## config.mk

```make
export PLATFORM = sky130hd
export DESIGN_NAME = nrdiv_unit
export DESIGN_NICKNAME = d
export VERILOG_FILES = /design/src/rtl/nrdiv_pkg.sv /design/src/rtl/nrdiv_step.sv /design/src/rtl/nrdiv_ctrl.sv /design/src/rtl/nrdiv_fixup.sv /design/src/rtl/nrdiv_unit.sv
export SDC_FILE = /design/constraint.sdc
export NUM_CORES = 1
export LEC_CHECK = 0
export BUFFER_PORTS_ARGS = -buffer_cell sky130_fd_sc_hd__buf_2
export CAP_MARGIN = 20
export CORE_MARGIN = 4
export CORE_UTILIZATION = 60
export DETAILED_ROUTE_END_ITERATION = 10
export HOLD_SLACK_MARGIN = 0.05
export PLACE_DENSITY_LB_ADDON = 0.15
export SLEW_MARGIN = 30
export SYNTH_ARGS = -nofsm -noshare
export SYNTH_HDL_FRONTEND = slang
export SYNTH_SLANG_ARGS = --single-unit
```

## constraint.sdc

```tcl
create_clock -name clk -period 9.4 [get_ports clk]
set_input_delay 1.88 -clock clk [delete_from_list [all_inputs] [get_ports clk]]
set_output_delay 1.88 -clock clk [all_outputs]
set_load 0.01 [all_outputs]
```

## src/rtl/nrdiv_pkg.sv

```systemverilog
package nrdiv_pkg;

    localparam int DVD_W     = 32;
    localparam int DSR_W     = 16;
    localparam int GUARD_W   = 4;
    localparam int ACC_W     = DVD_W + GUARD_W;
    localparam int LOW_W     = DVD_W - DSR_W;
    localparam int UP_W      = ACC_W - LOW_W;
    localparam int CNT_W     = $clog2(DSR_W + 1);
    localparam int QUO_W     = DSR_W + 1;
    localparam int MIN_STEPS = 2;
    localparam int MAX_STEPS = DSR_W;

    typedef logic [ACC_W-1:0] acc_t;
    typedef logic [DSR_W-1:0] dsr_t;
    typedef logic [DVD_W-1:0] dvd_t;
    typedef logic [CNT_W-1:0] cnt_t;
    typedef logic [QUO_W-1:0] quo_t;

    typedef enum logic [1:0] {
        ST_IDLE = 2'd0,
        ST_STEP = 2'd1,
        ST_FIX  = 2'd2
    } state_e;

    typedef struct packed {
        acc_t acc;
        logic carry;
    } step_t;

    typedef struct packed {
        logic quo_neg;
        logic rem_neg;
        dsr_t dsr;
        cnt_t steps;
    } job_t;

    function automatic dvd_t dvd_mag(input dvd_t v);
        return v[DVD_W-1] ? dvd_t'(-v) : v;
    endfunction

    function automatic dsr_t dsr_mag(input dsr_t v);
        return v[DSR_W-1] ? dsr_t'(-v) : v;
    endfunction

    function automatic dvd_t dsr_scaled(input dsr_t m);
        return {m, {LOW_W{1'b0}}};
    endfunction

    function automatic logic steps_ok(input cnt_t n);
        return (n >= cnt_t'(MIN_STEPS)) && (n <= cnt_t'(MAX_STEPS));
    endfunction

    function automatic logic operands_ok(input dvd_t d, input dsr_t s);
        return (s != '0) && (dvd_mag(d) < dsr_scaled(dsr_mag(s)));
    endfunction

endpackage

```

## src/rtl/nrdiv_step.sv

```systemverilog
module nrdiv_step
    import nrdiv_pkg::*;
(
    input  step_t cur_i,
    input  dsr_t  dsr_i,
    output step_t nxt_o
);

    logic             do_add;
    logic [ACC_W-1:0] shifted;
    logic [UP_W-1:0]  upper;
    logic [UP_W-1:0]  dext;
    logic [UP_W-1:0]  upd;

    always_comb begin
        // sign disagreement selects addition, agreement selects subtraction
        do_add  = cur_i.acc[ACC_W-1] ^ dsr_i[DSR_W-1];
        shifted = {cur_i.acc[ACC_W-2:0], cur_i.carry};
        upper   = shifted[ACC_W-1:LOW_W];
        dext    = {{(UP_W-DSR_W){dsr_i[DSR_W-1]}}, dsr_i};
        upd     = do_add ? (upper + dext) : (upper - dext);
        nxt_o.acc   = {upd, shifted[LOW_W-1:0]};
        // next quotient bit: remainder still nonnegative
        nxt_o.carry = ~upd[UP_W-1];
    end

endmodule

```

## src/rtl/nrdiv_ctrl.sv

```systemverilog
module nrdiv_ctrl
    import nrdiv_pkg::*;
(
    input  logic clk,
    input  logic rst,
    input  logic start_i,
    input  logic reject_i,
    input  cnt_t steps_i,
    output logic load_o,
    output logic reject_o,
    output logic step_o,
    output logic fix_o,
    output logic busy_o
);

    state_e state_q;
    cnt_t   cnt_q;
    cnt_t   steps_q;
    logic   accept;

    always_comb begin
        accept   = start_i && (state_q == ST_IDLE);
        load_o   = accept && !reject_i;
        reject_o = accept && reject_i;
        step_o   = (state_q == ST_STEP);
        fix_o    = (state_q == ST_FIX);
        busy_o   = (state_q != ST_IDLE);
    end

    always_ff @(posedge clk) begin
        if (rst) begin
            state_q <= ST_IDLE;
            cnt_q   <= '0;
            steps_q <= '0;
        end else begin
            unique case (state_q)
                ST_IDLE: begin
                    if (load_o) begin
                        state_q <= ST_STEP;
                        cnt_q   <= '0;
                        steps_q <= steps_i;
                    end
                end
                ST_STEP: begin
                    cnt_q <= cnt_q + cnt_t'(1);
                    if (cnt_q == steps_q - cnt_t'(1)) begin
                        state_q <= ST_FIX;
                    end
                end
                ST_FIX:  state_q <= ST_IDLE;
                default: state_q <= ST_IDLE;
            endcase
        end
    end

    // the fix-up stage is reached after exactly the requested step count
    p_fix_count_r4: assert property (@(posedge clk) disable iff (rst)
        (state_q == ST_FIX) |-> (cnt_q == steps_q));

    // the step counter never runs past the request while stepping
    p_step_window_r2: assert property (@(posedge clk) disable iff (rst)
        (state_q == ST_STEP) |-> (cnt_q < steps_q));

    // only legal step counts ever reach the stepping state
    p_legal_steps_r9: assert property (@(posedge clk) disable iff (rst)
        (state_q == ST_STEP) |->
        ((steps_q >= cnt_t'(MIN_STEPS)) && (steps_q <= cnt_t'(MAX_STEPS))));

endmodule

```

## src/rtl/nrdiv_fixup.sv

```systemverilog
module nrdiv_fixup
    import nrdiv_pkg::*;
(
    input  logic  clk,
    input  logic  rst,
    input  logic  fix_i,
    input  step_t fin_i,
    input  job_t  job_i,
    output quo_t  quo_o,
    output dvd_t  rem_o
);

    logic [DSR_W-1:0] keep;
    logic [DSR_W-1:0] formed;
    acc_t             partial;
    acc_t             restored;
    dvd_t             rmag;

    always_comb begin
        for (int i = 0; i < DSR_W; i++) begin
            keep[i] = (i < int'(job_i.steps));
        end
        // final quotient bit still sits in the carry flag
        formed  = {fin_i.acc[DSR_W-2:0], fin_i.carry} & keep;
        quo_o   = job_i.quo_neg ? quo_t'(-{1'b0, formed}) : {1'b0, formed};
        partial = fin_i.acc & ~{{(ACC_W-DSR_W){1'b0}}, keep};
        // a negative final partial remainder is brought back by one divisor
        restored = partial[ACC_W-1]
                 ? (partial + {{GUARD_W{1'b0}}, dsr_scaled(dsr_mag(job_i.dsr))})
                 : partial;
        rmag    = restored[DVD_W-1:0];
        rem_o   = job_i.rem_neg ? dvd_t'(-rmag) : rmag;
    end

    // the restored remainder always fits the 32-bit magnitude range
    p_rem_guard_r6: assert property (@(posedge clk) disable iff (rst)
        fix_i |-> (restored[ACC_W-1:DVD_W] == '0));

endmodule

```

## src/rtl/nrdiv_unit.sv

```systemverilog
module nrdiv_unit
    import nrdiv_pkg::*;
(
    input  logic        clk,
    input  logic        rst,
    input  logic        start_i,
    input  logic [31:0] dividend_i,
    input  logic [15:0] divisor_i,
    input  logic [4:0]  steps_i,
    output logic        busy_o,
    output logic        done_o,
    output logic        err_o,
    output logic [16:0] quo_o,
    output logic [31:0] rem_o
);

    step_t cur_q;
    step_t nxt;
    job_t  job_q;
    logic  reject;
    logic  load;
    logic  rej_take;
    logic  step_en;
    logic  fix_en;
    dvd_t  load_mag;
    quo_t  fix_quo;
    dvd_t  fix_rem;

    always_comb begin
        reject   = !steps_ok(cnt_t'(steps_i)) || !operands_ok(dividend_i, divisor_i);
        load_mag = dvd_mag(dividend_i);
    end

    nrdiv_ctrl u_ctrl (
        .clk      (clk),
        .rst      (rst),
        .start_i  (start_i),
        .reject_i (reject),
        .steps_i  (cnt_t'(steps_i)),
        .load_o   (load),
        .reject_o (rej_take),
        .step_o   (step_en),
        .fix_o    (fix_en),
        .busy_o   (busy_o)
    );

    nrdiv_step u_step (
        .cur_i (cur_q),
        .dsr_i (job_q.dsr),
        .nxt_o (nxt)
    );

    nrdiv_fixup u_fixup (
        .clk   (clk),
        .rst   (rst),
        .fix_i (fix_en),
        .fin_i (cur_q),
        .job_i (job_q),
        .quo_o (fix_quo),
        .rem_o (fix_rem)
    );

    always_ff @(posedge clk) begin
        if (rst) begin
            cur_q  <= '0;
            job_q  <= '0;
            done_o <= 1'b0;
            err_o  <= 1'b0;
            quo_o  <= '0;
            rem_o  <= '0;
        end else begin
            done_o <= 1'b0;
            if (load) begin
                cur_q.acc   <= {{GUARD_W{load_mag[DVD_W-1]}}, load_mag};
                cur_q.carry <= 1'b0;
                job_q       <= '{quo_neg: dividend_i[DVD_W-1] ^ divisor_i[DSR_W-1],
                                 rem_neg: dividend_i[DVD_W-1],
                                 dsr:     divisor_i,
                                 steps:   cnt_t'(steps_i)};
            end else if (step_en) begin
                cur_q <= nxt;
            end
            if (rej_take) begin
                done_o <= 1'b1;
                err_o  <= 1'b1;
                quo_o  <= '0;
                rem_o  <= '0;
            end else if (fix_en) begin
                done_o <= 1'b1;
                err_o  <= 1'b0;
                quo_o  <= fix_quo;
                rem_o  <= fix_rem;
            end
        end
    end

    // busy drops exactly when a good result is presented
    p_done_at_fall_r2: assert property (@(posedge clk) disable iff (rst)
        $fell(busy_o) |-> (done_o && !err_o));

    // a rejection never engages the sequencer and reports zeros
    p_reject_idle_r7: assert property (@(posedge clk) disable iff (rst)
        (done_o && err_o) |-> (!busy_o && (quo_o == '0) && (rem_o == '0)));

    // a nonzero quotient carries the combined operand sign
    p_quo_sign_r5: assert property (@(posedge clk) disable iff (rst)
        (done_o && !err_o && (quo_o != '0)) |-> (quo_o[QUO_W-1] == job_q.quo_neg));

    // the reported remainder stays below the scaled divisor magnitude
    p_rem_bound_r6: assert property (@(posedge clk) disable iff (rst)
        (done_o && !err_o) |-> (dvd_mag(rem_o) < dsr_scaled(dsr_mag(job_q.dsr))));

endmodule

```

# Yosys cells after proc, flatten, opt, wreduce, memory -nomap -nowiden
# Index checks and enable logic that the tools add are counted.
dict set report op_classes {
  reduce_logical 20
  add_sub_neg 10
  magnitude_cmp 19
  mux 18
  eq_ne 5
  bitwise_logic 6
}
# operator count
set op_table {}
lappend op_table {{32-bit two-way mux} 3}
lappend op_table {{37-bit two-way mux} 2}
lappend op_table {{32-bit negator} 2}
lappend op_table {{4-bit by 5-bit less-than comparator with 1-bit output, first input constant} 8}
lappend op_table {{36-bit bitwise AND} 1}
lappend op_table {{16-bit inverter with 36-bit output} 1}
lappend op_table {{32-bit adder} 1}
lappend op_table {{32-bit less-than comparator} 1}
lappend op_table {{16-bit two-way mux} 2}
lappend op_table {{16-bit negator} 2}
lappend op_table {{20-bit adder} 1}
lappend op_table {{3-bit by 5-bit less-than comparator with 1-bit output, first input constant} 4}
lappend op_table {{20-bit two-way mux} 1}
lappend op_table {{20-bit subtractor} 1}
lappend op_table {{17-bit two-way mux} 1}
lappend op_table {{16-bit negator with 17-bit output} 1}
lappend op_table {{16-bit bitwise AND} 1}
lappend op_table {{16-bit nonzero test} 1}
lappend op_table {{1-bit by 5-bit less-than comparator with 1-bit output, first input constant} 2}
lappend op_table {{2-bit by 5-bit less-than comparator with 1-bit output, first input constant} 2}
lappend op_table {{5-bit one-hot mux with 2 select lines} 1}
lappend op_table {{2-bit nonzero test} 4}
lappend op_table {{2-bit AND reduction} 3}
lappend op_table {{5-bit by 1-bit adder with 5-bit output, second input constant} 1}
lappend op_table {{other kinds (19)} 31}
dict set report word_totals {
  register_bits 123
}

# Longest topological paths before layout
dict set report logic_depth {
  depth_word 10
  ltp_mapped 21
  depth_no_buf 18
}

# By module
# Synthesis repeated with hierarchy kept, for this count alone.
dict set report unflattened {
  cells_unflattened 1296
  hier_area_um2 10423.7
}
# mod instances seq_area_each_um2 cells_per_inst area_each_um2
set by_module_without_submodules {}
lappend by_module_without_submodules {nrdiv_unit 1 2222.1 588 5499.0}
lappend by_module_without_submodules {nrdiv_fixup 1 0.0 435 2882.8}
lappend by_module_without_submodules {nrdiv_step 1 0.0 192 1426.4}
lappend by_module_without_submodules {nrdiv_ctrl 1 240.2 81 615.6}

# Worst setup path after synthesis
# No wires, ideal clock.
dict set report synth_path {
  kind {input to register}
  startpoint {input dividend_i[0]}
  endpoint {register job_q[21] (netlist name)}
  stages 18
  required_ns 9.272
  setup_ns 0.128
  path_buffers 2
  arrival_ns 5.745
  path_slack_ns 3.527
  path_cell_list {inv_1 ha_1 or4b_4 or3_4 or2_1 buf_2 nand2b_1 o31ai_1 xnor2_1 ha_1 a21o_1 a21oi_1 o221ai_1 a31o_2 nor3_2 clkbuf_1 mux2i_1 nor2_1}
}
dict set report synth_via {
  elab_chain_len 8
}
# element line_no
set synth_rtl {}
lappend synth_rtl {{from (decl)} nrdiv_unit.sv:7} ;# input logic [31:0] dividend_i,
lappend synth_rtl {{32-bit negator} nrdiv_pkg.sv:39} ;# return v[DVD_W-1] ? dvd_t'(-v) : v;
lappend synth_rtl {{32-bit two-way mux *} nrdiv_pkg.sv:39}
lappend synth_rtl {{32-bit less-than comparator *} nrdiv_pkg.sv:55} ;# return (s != '0) && (dvd_mag(d) < dsr_scaled(dsr_mag(s)));
lappend synth_rtl {{1-bit logical AND *} nrdiv_pkg.sv:55}
lappend synth_rtl {{1-bit zero test *} nrdiv_unit.sv:30} ;# reject = !steps_ok(cnt_t'(steps_i)) || !operands_ok(dividend_i, divisor_i);
lappend synth_rtl {{1-bit logical OR *} nrdiv_unit.sv:30}
lappend synth_rtl {{1-bit zero test *} nrdiv_ctrl.sv:23} ;# load_o = accept && !reject_i;
lappend synth_rtl {{1-bit logical AND *} nrdiv_ctrl.sv:23}
lappend synth_rtl {{to (signal assigned)} nrdiv_unit.sv:76} ;# job_q <= '{quo_neg: dividend_i[DVD_W-1] ^ divisor_i[DSR_W-1],
lappend synth_rtl {{to (decl)} nrdiv_unit.sv:19} ;# job_t job_q;
# Mark *: on every way between the ends. The rest lies on a longest branch, timed or not.
# A chain may end at the register's enable or synchronous reset.

# Worst setup path after layout
dict set report layout_path {
  startpoint {input dividend_i[0]}
  endpoint {register u_ctrl.cnt_q[2]}
}
dict set report layout_via {
  elab_chain_len 10
}
# element line_no
set layout_rtl {}
lappend layout_rtl {{32-bit negator} nrdiv_pkg.sv:39}
lappend layout_rtl {{32-bit two-way mux *} nrdiv_pkg.sv:39}
lappend layout_rtl {{32-bit less-than comparator *} nrdiv_pkg.sv:55}
lappend layout_rtl {{1-bit logical AND *} nrdiv_pkg.sv:55}
lappend layout_rtl {{1-bit zero test *} nrdiv_unit.sv:30}
lappend layout_rtl {{1-bit logical OR *} nrdiv_unit.sv:30}
lappend layout_rtl {{1-bit zero test *} nrdiv_ctrl.sv:23}
lappend layout_rtl {{1-bit logical AND *} nrdiv_ctrl.sv:23}
lappend layout_rtl {{2-bit inequality test (no source line) *} --}
lappend layout_rtl {{2-bit AND reduction (no source line) *} --}
lappend layout_rtl {{to (signal assigned)} nrdiv_ctrl.sv:45} ;# cnt_q <= cnt_q + cnt_t'(1);
lappend layout_rtl {{to (decl)} nrdiv_ctrl.sv:17} ;# cnt_t cnt_q;
# Marked as above.

==> impl_results.html <==
<table>
<tr><th>Metric</th><th>Value</th></tr>
<tr><th colspan="2">Power and ir drop</th></tr>
<tr><td>Pwr/cell area</td><td>174 nW/µm²</td></tr>
<tr><td>Maximum vdd drop</td><td>163 µV</td></tr>
<tr><td>Pleak</td><td>0.00450 µW</td></tr>
<tr><th colspan="2">Detailed routing</th></tr>
<tr><td>DRC violation count after routing</td><td>0</td></tr>
<tr><td>Post-route antenna net violation count</td><td>0</td></tr>
<tr><td>Detailed-route wire length</td><td>27.6 mm</td></tr>
<tr><td>Number of DRC markers after the initial detailed-route iteration</td><td>779</td></tr>
<tr><td>Post-DR vias/cell</td><td>6.12</td></tr>
<tr><td>DR vias</td><td>9640</td></tr>
<tr><td>Per-cell routed wire length</td><td>17.5 µm</td></tr>
<tr><td>Number of search-and-repair iterations in the first detailed-routing pass</td><td>7</td></tr>
<tr><th colspan="2">Global route</th></tr>
<tr><td>GRT Total Usage</td><td>0.295</td></tr>
<tr><td>Via count of the first global-routing pass</td><td>8616</td></tr>
<tr><td>GRT overflow</td><td>0</td></tr>
<tr><td>Pin count of the biggest net entering global routing</td><td>73</td></tr>
<tr><td>Global-route wire length before repair</td><td>44.0 mm</td></tr>
<tr><td>Antenna violations before repair</td><td>0</td></tr>
<tr><th colspan="2">Die</th></tr>
<tr><td>Full die area</td><td>18400 µm²</td></tr>
<tr><td>Initial core utilization</td><td>0.613</td></tr>
<tr><td>Number of cell rows</td><td>46</td></tr>
<tr><td>Standard cell core area</td><td>15900 µm²</td></tr>
<tr><td>IO Pins</td><td>108</td></tr>
<tr><td>Horizontal extent of the die</td><td>136 µm</td></tr>
<tr><td>Vertical extent of the die</td><td>136 µm</td></tr>
<tr><th colspan="2">Clock tree</th></tr>
<tr><td>Num CTS Buffers</td><td>17</td></tr>
<tr><td>Number of instances resized during post-cts repair</td><td>0</td></tr>
<tr><td>Clock tree from TritonCTS</td><td>yes</td></tr>
<tr><td>Clock latency on the worst-skew pair</td><td>0.42 ns</td></tr>
<tr><td>Number of buffers added to fix hold violations after cts</td><td>0</td></tr>
<tr><td>Clk pin slew, worst setup/hold paths</td><td>0.06 ns</td></tr>
<tr><td>Bufs on Longest Clock Path</td><td>2</td></tr>
<tr><td>Cell at the root of the clock tree</td><td>sky130_fd_sc_hd__clkbuf_16</td></tr>
<tr><td>Level count of the clock H-tree</td><td>4</td></tr>
<tr><td># Post-CTS Setup Buffers</td><td>0</td></tr>
<tr><td>Number of clock sinks seen by CTS</td><td>123</td></tr>
<tr><th colspan="2">Synth</th></tr>
<tr><td>Cell taking the most area after synthesis</td><td>sky130_fd_sc_hd__dfxtp_1</td></tr>
<tr><td>Avg Inst Size Synth</td><td>7.62 µm²</td></tr>
<tr><td>Post-synthesis sequential element count</td><td>123</td></tr>
<tr><td>Async set or reset register ratio after synthesis</td><td>0</td></tr>
<tr><td>Yosys warning total</td><td>0</td></tr>
<tr><td>Post-Synthesis Cells</td><td>1283</td></tr>
<tr><td>Mapped Area</td><td>9770 µm²</td></tr>
<tr><td>Commonest cells in the synthesized netlist</td><td>sky130_fd_sc_hd__nand2_1, sky130_fd_sc_hd__nor2_1, sky130_fd_sc_hd__dfxtp_1, sky130_fd_sc_hd__xnor2_1, sky130_fd_sc_hd__a21oi_1</td></tr>
<tr><td>Top cells by area in the synthesized netlist</td><td>sky130_fd_sc_hd__dfxtp_1, sky130_fd_sc_hd__xnor2_1, sky130_fd_sc_hd__ha_1, sky130_fd_sc_hd__nand2_1, sky130_fd_sc_hd__nor2_1</td></tr>
<tr><td>Prevailing post-synth register cell</td><td>sky130_fd_sc_hd__dfxtp_1</td></tr>
<tr><td>Net count after synthesis</td><td>1399</td></tr>
<tr><td>Most frequent cell after synthesis</td><td>sky130_fd_sc_hd__nand2_1</td></tr>
<tr><td>Area share of the largest cell type after synthesis</td><td>0.252</td></tr>
<tr><td>EDFF count, synth</td><td>0</td></tr>
<tr><td>Number of library cell types mapped by synthesis</td><td>75</td></tr>
<tr><td>Sequential fraction of the synthesis area</td><td>0.252</td></tr>
<tr><th colspan="2">Critical path</th></tr>
<tr><td>Type of destination of the critical path</td><td>flip-flop</td></tr>
<tr><td>Library cell appearing most often on the critical path</td><td>sky130_fd_sc_hd__ha_1</td></tr>
<tr><td>Library cell contributing the largest single delay on the critical path</td><td>sky130_fd_sc_hd__nor2_4</td></tr>
<tr><td>Worst Path Max Fanout</td><td>44</td></tr>
<tr><td>Cell class contributing the biggest share of worst-path delay</td><td>simple AND/OR/NAND/NOR gates</td></tr>
<tr><td>Crit path buf inv count</td><td>3</td></tr>
<tr><td>Launch point of the worst path</td><td>dividend_i[0]</td></tr>
<tr><td>CP startpoint kind</td><td>primary input</td></tr>
<tr><td>CP required</td><td>9.74 ns</td></tr>
<tr><td>Worst Path Class, Setup</td><td>primary input to flip-flop</td></tr>
<tr><td>CP peak stage delay</td><td>0.65 ns</td></tr>
<tr><td>Endpoint arrival time on the critical path</td><td>6.49 ns</td></tr>
<tr><td>Cells along the critical path</td><td>buf_2, inv_1, ha_1, or4b_4, or3_4, or2_1, nand2b_1, o31ai_1, xnor2_1, ha_1, nand4_1, or2_2, o221ai_1, a31o_2, nor3_4, buf_4, nor2_4, o21ai_0, a21oi_1</td></tr>
<tr><td>Launch instance of the worst register-to-register path</td><td>job_q[5]</td></tr>
<tr><th colspan="2">Cells and area</th></tr>
<tr><td>Finished Cell Area</td><td>10900 µm²</td></tr>
<tr><td>Growth of design area from synthesis to finish</td><td>11.3%</td></tr>
<tr><td>Post-route insts no fill</td><td>1574</td></tr>
<tr><td>Fin nets</td><td>1461</td></tr>
<tr><td>Layout cell share with drive strength beyond 1</td><td>0.133</td></tr>
<tr><td>Number of diodes</td><td>0</td></tr>
<tr><th colspan="2">Timing</th></tr>
<tr><td>Clk_skew</td><td>0.0167 ns</td></tr>
<tr><td>Worst-case setup margin in the final layout</td><td>3.24 ns</td></tr>
<tr><td>Sum of negative setup slack</td><td>0 ns</td></tr>
<tr><td>Number of setup violations in the final report</td><td>0</td></tr>
<tr><td>Count of endpoints failing hold in the final timing report</td><td>0</td></tr>
<tr><td>Max-slew violations</td><td>0</td></tr>
<tr><td>Fin crit period</td><td>6.16 ns</td></tr>
<tr><td>Transition at the pin with the smallest max-transition slack</td><td>0.867 ns</td></tr>
<tr><td>Hold Worst Slack</td><td>0.446 ns</td></tr>
<tr><td>Remaining max-slew budget at the tightest pin</td><td>0.421</td></tr>
<tr><td>RSZ-0062 raised after global routing</td><td>false</td></tr>
<tr><td>Highest clock rate</td><td>162 MHz</td></tr>
<tr><td>Fin crit share</td><td>0.655</td></tr>
<tr><th colspan="2">Place</th></tr>
<tr><td>Routability congestion estimate from global placement</td><td>0.944</td></tr>
<tr><td>Placed cell areas</td><td>10300 µm²</td></tr>
<tr><td>Worst slack at placement</td><td>2.87 ns</td></tr>
<tr><td>Cell count after placement</td><td>1542</td></tr>
<tr><td>Total half-perimeter wirelength after legalization and detailed placement</td><td>20.9 mm</td></tr>
<tr><td>Number of buffers inserted by port buffering</td><td>107</td></tr>
<tr><th colspan="2">Status</th></tr>
<tr><td>Run status</td><td>complete, no violations</td></tr>
<tr><th colspan="2">Hold path</th></tr>
<tr><td>Source of the worst hold timing path</td><td>rem_o[21]</td></tr>
<tr><td>Tightest Hold Check Type</td><td>flip-flop to flip-flop</td></tr>
<tr><th colspan="2">Flow run</th></tr>
<tr><td>Max Cap Violations</td><td>0</td></tr>
</table>
worst min-delay path: stages, from the launching register on:
cell and delay [ns]:
sky130_fd_sc_hd__dfxtp_1 0.30, sky130_fd_sc_hd__nand2_1 0.05, sky130_fd_sc_hd__a21oi_1 0.05
cells in the final DEF, fill, tap and decap left out, types with 6 or more instances in the layout:
cell type                   instances
sky130_fd_sc_hd__a211o_1            7
sky130_fd_sc_hd__a211oi_1          31
sky130_fd_sc_hd__a21o_1            21
sky130_fd_sc_hd__a21oi_1           90
sky130_fd_sc_hd__a221oi_1          14
sky130_fd_sc_hd__a221oi_2           7
sky130_fd_sc_hd__a31oi_1           17
sky130_fd_sc_hd__and3_1            10
sky130_fd_sc_hd__buf_2            107
sky130_fd_sc_hd__buf_4              9
sky130_fd_sc_hd__clkbuf_16         17
sky130_fd_sc_hd__dfxtp_1          123
sky130_fd_sc_hd__ha_1              58
sky130_fd_sc_hd__inv_1             38
sky130_fd_sc_hd__mux2i_1           25
sky130_fd_sc_hd__nand2_1          165
sky130_fd_sc_hd__nand2b_1          21
sky130_fd_sc_hd__nand3_1           23
sky130_fd_sc_hd__nand3b_1           8
sky130_fd_sc_hd__nand4_1           14
sky130_fd_sc_hd__nor2_1           139
sky130_fd_sc_hd__nor2b_1            8
sky130_fd_sc_hd__nor3_1            27
sky130_fd_sc_hd__o21a_1             6
sky130_fd_sc_hd__o21ai_0           64
sky130_fd_sc_hd__o31ai_1           25
sky130_fd_sc_hd__o41ai_1            6
sky130_fd_sc_hd__or2_2             10
sky130_fd_sc_hd__or3_1             12
sky130_fd_sc_hd__xnor2_1           93
sky130_fd_sc_hd__xor2_1            47
kinds of logic after synthesis:
| family | count (synthesis) | synth area share |
|---|---|---|
| compound gates | 341 | 0.235 |
| xor+xnor | 140 | 0.125 |
| fa+ha+maj | 60 | 0.0784 |
| buf+inv | 111 | 0.0476 |
| flops | 123 | 0.252 |
| mux | 29 | 0.0302 |
| simple gates | 479 | 0.232 |
final cells by class:
type | count | area, µm²
multi-input combinational | 1049 | 6860
fill | 1393 | 5060
sequential | 123 | 2460
timing repair buffer | 116 | 603
clock buffer | 22 | 444
tap | 216 | 270
inverter | 38 | 143
clock inverter | 10 | 93.8
final timing paths:
check	end	slack, ns	depth (start not counted)
min	rem_o[21]	0.45	2
max	u_ctrl.cnt_q[2]	3.24	19
max reg2reg	rem_o[31]	4.72	15
min reg2reg	rem_o[21]	0.45	2
metal layers:
| metal | part of all wire | up-vias | GRT usage | wire [µm] |
|---|---|---|---|---|
| li1 | - | 4720 | - | - |
| met1 | 0.48 | 4525 | 0.436 | 13100 |
| met2 | 0.44 | 364 | 0.456 | 12200 |
| met3 | 0.067 | 31 | 0.0409 | 1860 |
| met4 | 0.014 | 0 | 0.0638 | 381 |
| met5 | 0 | - | 0 | 0 |
power breakdown:
part / internal [µW] / leakage, µW / switching, µW
clock network: 363 / 0.000254 / 240
registers: 551 / 0.000997 / 56.7
logic: 276 / 0.00324 / 409
sequential cells by signal (all words and copies together), names as in the netlist:
signal / count
cur_q: 37
rem_o: 32
job_q: 23
quo_o: 17
u_ctrl.cnt_q: 5
u_ctrl.steps_q: 5
u_ctrl.state_q: 2
done_o: 1
err_o: 1
stage by stage:
| step | util | total power (µW) |
|---|---|---|
| finish | 0.682 | 1900 |
| global route | 0.682 | 2000 |
| CTS | 0.682 | 1890 |
| detailed placement | 0.648 | 1280 |
| global placement | 0.648 | 1270 |
| floorplan | - | 1130 |
(Power assumes the default switching activity.)
